`config.mk`:
```
export PLATFORM = sky130hd
export DESIGN_NAME = stack_bulk_seq
export DESIGN_NICKNAME = d
export VERILOG_FILES = /design/src/rtl/stack_bulk_seq_pkg.sv /design/src/rtl/stack_bulk_seq_ctrl.sv /design/src/rtl/stack_bulk_seq_addr.sv /design/src/rtl/stack_bulk_seq_route.sv /design/src/rtl/stack_bulk_seq.sv
export SDC_FILE = /design/constraint.sdc
export NUM_CORES = 1
export LEC_CHECK = 0
export BUFFER_PORTS_ARGS = -buffer_cell sky130_fd_sc_hd__buf_4
export CAP_MARGIN = 15
export CORE_UTILIZATION = 50
export DETAILED_ROUTE_END_ITERATION = 7
export PLACE_DENSITY = 0.76
export SLEW_MARGIN = 20
export SYNTH_ARGS = -nofsm -noshare
export SYNTH_HDL_FRONTEND = slang
export SYNTH_HIERARCHICAL = 1
export SYNTH_SLANG_ARGS = --single-unit
```
`constraint.sdc`:
```
create_clock -name clk_i -period 4.5 [get_ports clk_i]
set_clock_uncertainty 0.05 [all_clocks]
set_input_delay 0.45 -clock clk_i [delete_from_list [all_inputs] [get_ports clk_i]]
set_output_delay 0.45 -clock clk_i [all_outputs]
set_load 0.005 [all_outputs]
```
`src/rtl/stack_bulk_seq_pkg.sv`:
```
package stack_bulk_seq_pkg;
   timeunit 1ns;
   timeprecision 100ps;

   typedef enum logic [1:0] {
      ST_IDLE = 2'd0,
      ST_WAIT = 2'd1,
      ST_XFER = 2'd2,
      ST_DONE = 2'd3
   } seq_state_e;

   localparam int unsigned GPR_COUNT = 8;
   localparam int unsigned GPR_IDX_W = 3;
   localparam int unsigned SP_GPR    = 4;
endpackage

```
`src/rtl/stack_bulk_seq_ctrl.sv`:
```
module stack_bulk_seq_ctrl
   import stack_bulk_seq_pkg::*;
#(
   parameter int unsigned SLOTS     = 8,
   parameter int unsigned PUSH_WAIT = 8,
   parameter int unsigned POP_WAIT  = 7,
   localparam int unsigned SLOT_W   = $clog2(SLOTS),
   localparam int unsigned MAX_WAIT = (PUSH_WAIT > POP_WAIT) ? PUSH_WAIT : POP_WAIT,
   localparam int unsigned WCNT_W   = $clog2(MAX_WAIT + 1)
) (
   input  logic              clk_i,
   input  logic              rst_ni,
   input  logic              start_i,
   input  logic              pop_sel_i,
   input  logic              mem_ready_i,
   output logic              load_o,
   output logic              op_pop_o,
   output logic [SLOT_W-1:0] slot_o,
   output logic              xfer_o,
   output logic              mem_req_o,
   output logic              busy_o,
   output logic              done_o
);
   timeunit 1ns;
   timeprecision 100ps;

   seq_state_e        state_q;
   logic [WCNT_W-1:0] wcnt_q;
   logic [WCNT_W-1:0] wait_load;
   logic [SLOT_W-1:0] slot_q;
   logic              op_q;

   // Wait preload: a single constant when both kinds share one count.
   if (PUSH_WAIT == POP_WAIT) begin : g_wait_same
      assign wait_load = WCNT_W'(PUSH_WAIT - 1);
   end else begin : g_wait_split
      assign wait_load = pop_sel_i ? WCNT_W'(POP_WAIT - 1) : WCNT_W'(PUSH_WAIT - 1);
   end

   assign load_o    = (state_q == ST_IDLE) && start_i;
   assign mem_req_o = (state_q == ST_XFER);
   assign xfer_o    = mem_req_o && mem_ready_i;
   assign busy_o    = (state_q != ST_IDLE);
   assign done_o    = (state_q == ST_DONE);
   assign op_pop_o  = op_q;
   assign slot_o    = slot_q;

   always_ff @(posedge clk_i) begin
      if (!rst_ni) begin
         state_q <= ST_IDLE;
         wcnt_q  <= '0;
         slot_q  <= '0;
         op_q    <= 1'b0;
      end else begin
         unique case (state_q)
            ST_IDLE: begin
               if (start_i) begin
                  state_q <= ST_WAIT;
                  op_q    <= pop_sel_i;
                  slot_q  <= '0;
                  wcnt_q  <= wait_load;
               end
            end
            ST_WAIT: begin
               if (wcnt_q == '0) state_q <= ST_XFER;
               else              wcnt_q  <= wcnt_q - 1'b1;
            end
            ST_XFER: begin
               if (xfer_o) begin
                  if (slot_q == SLOT_W'(SLOTS - 1)) state_q <= ST_DONE;
                  else                              slot_q  <= slot_q + 1'b1;
               end
            end
            default: state_q <= ST_IDLE;
         endcase
      end
   end

   p_done_pulse_r9: assert property (@(posedge clk_i) disable iff (!rst_ni)
      done_o |=> !done_o);

   p_req_hold_r8: assert property (@(posedge clk_i) disable iff (!rst_ni)
      (mem_req_o && !mem_ready_i) |=> mem_req_o);

   p_start_ignored_r10: assert property (@(posedge clk_i) disable iff (!rst_ni)
      (busy_o && start_i) |=> $stable(op_pop_o));

endmodule

```
`src/rtl/stack_bulk_seq_addr.sv`:
```
module stack_bulk_seq_addr #(
   parameter int unsigned DATA_W    = 16,
   parameter int unsigned SEG_SHIFT = 4,
   parameter int unsigned STEP      = 2,
   localparam int unsigned PHYS_W   = DATA_W + SEG_SHIFT
) (
   input  logic              clk_i,
   input  logic              rst_ni,
   input  logic              load_i,
   input  logic              op_pop_i,
   input  logic              req_i,
   input  logic              xfer_i,
   input  logic [DATA_W-1:0] ss_i,
   input  logic [DATA_W-1:0] sp_i,
   output logic [DATA_W-1:0] sp_snap_o,
   output logic [DATA_W-1:0] sp_work_o,
   output logic [PHYS_W-1:0] phys_o
);
   timeunit 1ns;
   timeprecision 100ps;

   logic [DATA_W-1:0] ss_q;
   logic [DATA_W-1:0] snap_q;
   logic [DATA_W-1:0] work_q;
   logic [DATA_W-1:0] offset;
   logic [PHYS_W-1:0] seg_base;

   always_ff @(posedge clk_i) begin
      if (!rst_ni) begin
         ss_q   <= '0;
         snap_q <= '0;
         work_q <= '0;
      end else if (load_i) begin
         ss_q   <= ss_i;
         snap_q <= sp_i;
         work_q <= sp_i;
      end else if (xfer_i) begin
         work_q <= op_pop_i ? work_q + DATA_W'(STEP) : work_q - DATA_W'(STEP);
      end
   end

   // Save uses the decremented offset, restore uses the current one.
   assign offset = op_pop_i ? work_q : work_q - DATA_W'(STEP);

   if (SEG_SHIFT > 0) begin : g_seg_shift
      assign seg_base = {ss_q, {SEG_SHIFT{1'b0}}};
   end else begin : g_seg_flat
      assign seg_base = ss_q;
   end

   assign phys_o    = seg_base + PHYS_W'(offset);
   assign sp_snap_o = snap_q;
   assign sp_work_o = work_q;

   p_addr_hold_r8: assert property (@(posedge clk_i) disable iff (!rst_ni)
      (req_i && !xfer_i) |=> $stable(phys_o));

endmodule

```
`src/rtl/stack_bulk_seq_route.sv`:
```
module stack_bulk_seq_route #(
   parameter int unsigned DATA_W   = 16,
   parameter int unsigned SLOTS    = 8,
   parameter int unsigned SP_SLOT  = 4,
   localparam int unsigned IDX_W   = $clog2(SLOTS),
   localparam int unsigned POP_SP  = SLOTS - 1 - SP_SLOT
) (
   input  logic              clk_i,
   input  logic              rst_ni,
   input  logic              op_pop_i,
   input  logic [IDX_W-1:0]  slot_i,
   input  logic              xfer_i,
   input  logic              done_i,
   input  logic [DATA_W-1:0] sp_snap_i,
   input  logic [DATA_W-1:0] sp_work_i,
   input  logic [DATA_W-1:0] rf_rd_data_i,
   input  logic [DATA_W-1:0] mem_rdata_i,
   output logic [IDX_W-1:0]  rf_rd_idx_o,
   output logic [DATA_W-1:0] mem_wdata_o,
   output logic              rf_wr_en_o,
   output logic [IDX_W-1:0]  rf_wr_idx_o,
   output logic [DATA_W-1:0] rf_wr_data_o
);
   timeunit 1ns;
   timeprecision 100ps;

   logic [IDX_W-1:0]  pop_idx;
   logic [DATA_W-1:0] sp_hold_q;

   assign rf_rd_idx_o = slot_i;
   assign pop_idx     = IDX_W'(SLOTS - 1) - slot_i;
   assign mem_wdata_o = (slot_i == IDX_W'(SP_SLOT)) ? sp_snap_i : rf_rd_data_i;

   always_ff @(posedge clk_i) begin
      if (!rst_ni) begin
         sp_hold_q <= '0;
      end else if (op_pop_i && xfer_i && (slot_i == IDX_W'(POP_SP))) begin
         sp_hold_q <= mem_rdata_i;
      end
   end

   always_comb begin
      rf_wr_en_o   = 1'b0;
      rf_wr_idx_o  = pop_idx;
      rf_wr_data_o = mem_rdata_i;
      if (done_i) begin
         rf_wr_en_o   = 1'b1;
         rf_wr_idx_o  = IDX_W'(SP_SLOT);
         rf_wr_data_o = op_pop_i ? sp_hold_q : sp_work_i;
      end else if (op_pop_i && xfer_i && (pop_idx != IDX_W'(SP_SLOT))) begin
         rf_wr_en_o   = 1'b1;
      end
   end

   p_sp_after_ax_r5: assert property (@(posedge clk_i) disable iff (!rst_ni)
      (op_pop_i && rf_wr_en_o && rf_wr_idx_o == IDX_W'(SP_SLOT))
         |-> $past(rf_wr_en_o && rf_wr_idx_o == IDX_W'(0)));

   p_push_rf_quiet_r6: assert property (@(posedge clk_i) disable iff (!rst_ni)
      (!op_pop_i && rf_wr_en_o) |-> (rf_wr_idx_o == IDX_W'(SP_SLOT)));

endmodule

```
`src/rtl/stack_bulk_seq.sv`:
```
module stack_bulk_seq
   import stack_bulk_seq_pkg::*;
#(
   parameter int unsigned DATA_W    = 16,
   parameter int unsigned SEG_SHIFT = 4,
   parameter int unsigned PUSH_WAIT = 8,
   parameter int unsigned POP_WAIT  = 7,
   localparam int unsigned PHYS_W   = DATA_W + SEG_SHIFT,
   localparam int unsigned IDX_W    = GPR_IDX_W,
   localparam int unsigned STEP     = DATA_W / 8
) (
   input  logic              clk_i,
   input  logic              rst_ni,
   input  logic              start_i,
   input  logic              pop_sel_i,
   input  logic [DATA_W-1:0] ss_i,
   input  logic [DATA_W-1:0] sp_i,
   output logic [IDX_W-1:0]  rf_rd_idx_o,
   input  logic [DATA_W-1:0] rf_rd_data_i,
   output logic              rf_wr_en_o,
   output logic [IDX_W-1:0]  rf_wr_idx_o,
   output logic [DATA_W-1:0] rf_wr_data_o,
   output logic              mem_req_o,
   output logic              mem_we_o,
   output logic [PHYS_W-1:0] mem_addr_o,
   output logic [DATA_W-1:0] mem_wdata_o,
   input  logic [DATA_W-1:0] mem_rdata_i,
   input  logic              mem_ready_i,
   output logic              busy_o,
   output logic              done_o
);
   timeunit 1ns;
   timeprecision 100ps;

   if (DATA_W % 8 != 0 || DATA_W < 8) begin : g_bad_width
      $error("stack_bulk_seq: DATA_W must be a nonzero multiple of 8");
   end
   if (PUSH_WAIT < 1 || POP_WAIT < 1) begin : g_bad_wait
      $error("stack_bulk_seq: wait counts must be at least 1");
   end
   if ((1 << IDX_W) != GPR_COUNT || SP_GPR >= GPR_COUNT) begin : g_bad_regs
      $error("stack_bulk_seq: register index layout inconsistent");
   end

   logic             load;
   logic             op_pop;
   logic [IDX_W-1:0] slot;
   logic             xfer;
   logic [DATA_W-1:0] sp_snap;
   logic [DATA_W-1:0] sp_work;

   stack_bulk_seq_ctrl #(
      .SLOTS     (GPR_COUNT),
      .PUSH_WAIT (PUSH_WAIT),
      .POP_WAIT  (POP_WAIT)
   ) u_ctrl (
      .clk_i       (clk_i),
      .rst_ni      (rst_ni),
      .start_i     (start_i),
      .pop_sel_i   (pop_sel_i),
      .mem_ready_i (mem_ready_i),
      .load_o      (load),
      .op_pop_o    (op_pop),
      .slot_o      (slot),
      .xfer_o      (xfer),
      .mem_req_o   (mem_req_o),
      .busy_o      (busy_o),
      .done_o      (done_o)
   );

   stack_bulk_seq_addr #(
      .DATA_W    (DATA_W),
      .SEG_SHIFT (SEG_SHIFT),
      .STEP      (STEP)
   ) u_addr (
      .clk_i     (clk_i),
      .rst_ni    (rst_ni),
      .load_i    (load),
      .op_pop_i  (op_pop),
      .req_i     (mem_req_o),
      .xfer_i    (xfer),
      .ss_i      (ss_i),
      .sp_i      (sp_i),
      .sp_snap_o (sp_snap),
      .sp_work_o (sp_work),
      .phys_o    (mem_addr_o)
   );

   stack_bulk_seq_route #(
      .DATA_W  (DATA_W),
      .SLOTS   (GPR_COUNT),
      .SP_SLOT (SP_GPR)
   ) u_route (
      .clk_i        (clk_i),
      .rst_ni       (rst_ni),
      .op_pop_i     (op_pop),
      .slot_i       (slot),
      .xfer_i       (xfer),
      .done_i       (done_o),
      .sp_snap_i    (sp_snap),
      .sp_work_i    (sp_work),
      .rf_rd_data_i (rf_rd_data_i),
      .mem_rdata_i  (mem_rdata_i),
      .rf_rd_idx_o  (rf_rd_idx_o),
      .mem_wdata_o  (mem_wdata_o),
      .rf_wr_en_o   (rf_wr_en_o),
      .rf_wr_idx_o  (rf_wr_idx_o),
      .rf_wr_data_o (rf_wr_data_o)
   );

   assign mem_we_o = mem_req_o && !op_pop;

endmodule

```
==> impl_results.rst <==
.. list-table::
   :header-rows: 1

   * - Metric
     - Value
   * - Number of diodes
     - 0
   * - Area share of the largest cell type after synthesis
     - 0.286
   * - Final number of setup-violating endpoints
     - 0
   * - Synthesized area
     - 5180 um2
   * - Adder-Cell Fraction of Synth Area
     - 0.0594
   * - Number of enable flip-flop cells after synthesis
     - 0
   * - Die Y
     - 104 um
   * - Post-layout instance count excluding filler cells
     - 849
   * - Total clock sinks
     - 74
   * - DRT antenna net count
     - 0
   * - Post-synthesis cell count
     - 609
   * - Startpoint of the worst setup timing path
     - u_addr/sp_work_o[3]$_SDFFE_PN0N_
   * - Clk pin slew, worst setup/hold paths
     - 0.08 ns
   * - Drt drc
     - 0
   * - Final design utilization
     - 0.637
   * - Largest family of logic cells by synthesized area
     - simple AND/OR/NAND/NOR gates
   * - R2R setup slack
     - 1.97 ns
   * - Vias in the first global route
     - 4252
   * - Static leakage power
     - 0.00264 uW
   * - Number of placement rows
     - 36
   * - Simple logic cell fraction of the synthesized area
     - 0.248
   * - Slew of the pin with the lowest slew margin
     - 0.833 ns
   * - Global router's overall resource usage
     - 0.236
   * - Max Fanout on Critical Path
     - 9
   * - Total global routing overflow
     - 0
   * - Max Slew Vio Count
     - 0
   * - Final hold violation count
     - 0
   * - Delay contributed by the slowest stage of the critical path
     - 0.59 ns
   * - Post-detailed-placement half-perimeter wirelength
     - 9.75 mm
   * - Part of the cycle the worst path needs
     - 0.958
   * - Total of buffers placed on input and output ports
     - 131
   * - First-iteration detailed-routing DRC count
     - 411
   * - Number of CTS-inserted buffers
     - 9
   * - Number of cells on the worst hold path
     - 3
   * - Compound-cell area share of the yosys netlist
     - 0.133
   * - Clock tree from TritonCTS
     - built
   * - I/O pin count
     - 132
   * - Worst R2R Path Depth
     - 8
   * - Initial antenna violation count
     - 0
   * - Yosys reg bits
     - 74
   * - Die span in x
     - 104 um
   * - Capturing element of the worst setup path
     - mem_addr_o[19]
   * - Launch instance of the worst register-to-register path
     - u_ctrl/state_q[0]$_SDFFE_PN0P_
   * - Mapped Nets
     - 702
   * - Clock latency on the worst-skew pair
     - 0.35 ns
   * - Largest net degree at the start of global routing
     - 97
   * - Cell Chain, Critical Path
     - or4_4, nor4_1, xor2_1, ha_1, a21o_1, a21oi_1, a21boi_0, or4_1, nand3_1, buf_4
   * - Crit path setup slack, layout
     - 0.189 ns
   * - Average routed wire per standard cell
     - 15.4 um
   * - WL final
     - 13.1 mm
   * - First-pass GRT wire length
     - 20.9 mm
   * - Routability-driven placement congestion ratio
     - 0.896
   * - Synthesized-area fraction occupied by xor and xnor cells
     - 0.0592
   * - Most used flip-flop cell after synthesis
     - sky130_fd_sc_hd__dfxtp_1
   * - CTS Root Buffer Type
     - sky130_fd_sc_hd__clkbuf_8
   * - Critical path data required time
     - 4.00 ns
   * - Pre-CTS worst setup slack
     - 0.470 ns
   * - Count of warnings emitted by yosys
     - 6
   * - Sequential area share after synthesis
     - 0.286
   * - Data arrival time at the worst-slack endpoint
     - 3.81 ns
   * - Worst R2R End
     - u_addr/sp_work_o[10]$_SDFFE_PN0N_
   * - Maximum clock insertion buffer count
     - 2
   * - Critical Path Source Type
     - flop
   * - Iteration count of the initial detailed-routing pass
     - 6
   * - Die Area
     - 10800 um2
   * - Core region area
     - 9910 um2
   * - Type of the setup path with the least slack
     - flop to output port
   * - Library cell contributing the largest single delay on the critical path
     - sky130_fd_sc_hd__or4_4
   * - Post-synthesis cell type with the largest combined area
     - sky130_fd_sc_hd__dfxtp_1
   * - Fraction of layout cells with a size suffix above 1
     - 0.264
   * - Worst vdd ir
     - 299 uV
   * - Result of the run
     - finished clean
   * - Total power density per cell area
     - 549 nW/um2
   * - Setup repair bufs after CTS
     - 0
   * - Initial core utilization
     - 0.523
   * - Multiplexer share of the synthesized area
     - 0.159
   * - RSZ-0062 raised after global routing
     - no
   * - Post-route minimum period
     - 4.31 ns
   * - Hold WC Path Type
     - primary input to flop
   * - Netlist cell types
     - 67
   * - Placed Cells incl. Taps
     - 834
   * - Number of max-cap violations
     - 0
   * - Main area contributors after synthesis
     - sky130_fd_sc_hd__dfxtp_1 29%, sky130_fd_sc_hd__mux2i_1 12%, sky130_fd_sc_hd__ha_1 5.6%
   * - Share of flip-flops with an asynchronous set or reset after synthesis
     - 0
   * - CTS H-tree depth
     - 3
   * - Number of vias after detailed routing
     - 4714
   * - Endpoint type of the worst setup path
     - output port
   * - Final net count
     - 805
   * - Headroom to the max-slew limit
     - 0.444
   * - Final setup TNS
     - 0 ns
   * - Mean instance size in the synthesized netlist
     - 8.50 um2
   * - Fmax
     - 232 MHz
   * - DR vias/cell
     - 5.55
   * - Area overhead of the layout relative to synthesis
     - 21.9%
## placed cells by master, fill, tap and decap left out, types with 7 or more instances in the layout
cell                       synthesis  layout
sky130_fd_sc_hd__nand2_1          62      62
sky130_fd_sc_hd__xnor2_1          19      19
sky130_fd_sc_hd__a21oi_1          32      32
sky130_fd_sc_hd__nand2b_1         18      18
sky130_fd_sc_hd__clkbuf_8          0      11
sky130_fd_sc_hd__nor2_1           36      36
sky130_fd_sc_hd__xor2_1           16      16
sky130_fd_sc_hd__nor2b_1          33      33
sky130_fd_sc_hd__mux2_2           17      17
sky130_fd_sc_hd__a21boi_0         14      14
sky130_fd_sc_hd__o21ai_0          23      23
sky130_fd_sc_hd__buf_4             6     133
sky130_fd_sc_hd__and2_1            8       7
sky130_fd_sc_hd__inv_1            17      17
sky130_fd_sc_hd__mux2i_1          63      63
sky130_fd_sc_hd__nand3_1          16      16
sky130_fd_sc_hd__dfxtp_1          74      74
sky130_fd_sc_hd__ha_1             23      22
sky130_fd_sc_hd__nor3_1            9       9
## layer usage
| metal | track usage | vias up | part of all wire |
|---|---|---|---|
| li1 | - | 2325 | - |
| met3 | 0.0485 | 18 | 0.060 |
| met4 | 0.0571 | 0 | 0.011 |
| met2 | 0.377 | 160 | 0.46 |
| met1 | 0.325 | 2211 | 0.47 |
| met5 | 0 | - | 0 |
## state kept, by name, summed over array words and instances, names as in the netlist
signal,cells
u_ctrl/state_q,2
u_route/sp_hold_q,16
u_addr/ss_q,16
u_addr/sp_work_o,16
u_ctrl/op_pop_o,1
u_ctrl/wcnt_q,4
u_addr/sp_snap_o,16
u_ctrl/slot_o,3
## cells in the mapped netlist (6+ instances only)
cell type and instances:
sky130_fd_sc_hd__nand3_1 16, sky130_fd_sc_hd__xor2_1 16, sky130_fd_sc_hd__a21boi_0 14, sky130_fd_sc_hd__nor2b_1 33, sky130_fd_sc_hd__xnor2_1 19, sky130_fd_sc_hd__mux2_2 17
sky130_fd_sc_hd__ha_1 23, sky130_fd_sc_hd__inv_1 17, sky130_fd_sc_hd__nor3b_1 6, sky130_fd_sc_hd__buf_4 6, sky130_fd_sc_hd__a31oi_1 6, sky130_fd_sc_hd__o21ai_0 23
sky130_fd_sc_hd__dfxtp_1 74, sky130_fd_sc_hd__a21oi_1 32, sky130_fd_sc_hd__and2_1 8, sky130_fd_sc_hd__or4_1 6, sky130_fd_sc_hd__nor2_1 36, sky130_fd_sc_hd__nor3_1 9
sky130_fd_sc_hd__nand2_1 62, sky130_fd_sc_hd__clkbuf_1 22, sky130_fd_sc_hd__nand2b_1 18, sky130_fd_sc_hd__mux2i_1 63
## kinds of logic (layout without fill, tap and decap cells)
| logic type | count (synthesis) | count (layout) |
|---|---|---|
| and+or+nand+nor | 233 | 233 |
| AOI/OAI and AO/OA | 105 | 105 |
| muxes | 80 | 80 |
| DFF | 74 | 74 |
| buffers and inverters | 58 | 165 |
| xor gates and xnor gates | 35 | 35 |
| adders and majority gates | 24 | 24 |
## metrics by stage
stage	total power (uW)	hold WS, ns	instance area [um2]
after floorplan	2260	0.384	5180
after global placement	2920	0.393	6120
after detailed placement	2970	0.404	6120
after CTS	3460	0.304	6300
after global routing	3700	0.306	6310
final	3470	0.312	6310
## worst min-delay path by stage
| stage | start | to | slack, ns |
|---|---|---|---|
| floorplan | u_route/sp_hold_q[0]$_SDFFE_PN0P_ | u_route/sp_hold_q[0]$_SDFFE_PN0P_ | 0.38 |
| global placement | u_route/sp_hold_q[15]$_SDFFE_PN0P_ | u_route/sp_hold_q[15]$_SDFFE_PN0P_ | 0.39 |
| detailed placement | u_route/sp_hold_q[0]$_SDFFE_PN0P_ | u_route/sp_hold_q[0]$_SDFFE_PN0P_ | 0.40 |
| CTS | ss_i[4] | u_addr/ss_q[4]$_SDFFE_PN0P_ | 0.30 |
| global route | ss_i[8] | u_addr/ss_q[8]$_SDFFE_PN0P_ | 0.31 |
| finish | mem_rdata_i[0] | u_route/sp_hold_q[0]$_SDFFE_PN0P_ | 0.31 |
## layout make-up
cell class,count,area [um2]
fill,884,3600
multi-input combinational,477,3420
sequential,74,1480
timing repair buffer,133,998
tap,133,166
clock buffer,11,151
inverter,17,63.8
clock inverter,4,26.3
## worst max-delay path: cells and delay by family, from the launching register on
kind / cells / cell delay, ns
simple gates: 4 / 1.81
compound gates: 3 / 0.58
buf+inv: 1 / 0.11
fa+ha+maj: 1 / 0.42
xor+xnor: 1 / 0.14
flops: 1 / 0.41
## what timing repair did
item	4_1_cts	5_1_grt
endpoints found under the setup margin	0	7
resized for setup	0	2
hold buffers	0	0
## report_power, final
part	switching (uW)	internal, uW
sequential	186	780
clock	250	227
combinational	1020	1000
total	1460	2010
(Power assumes the default switching activity.)
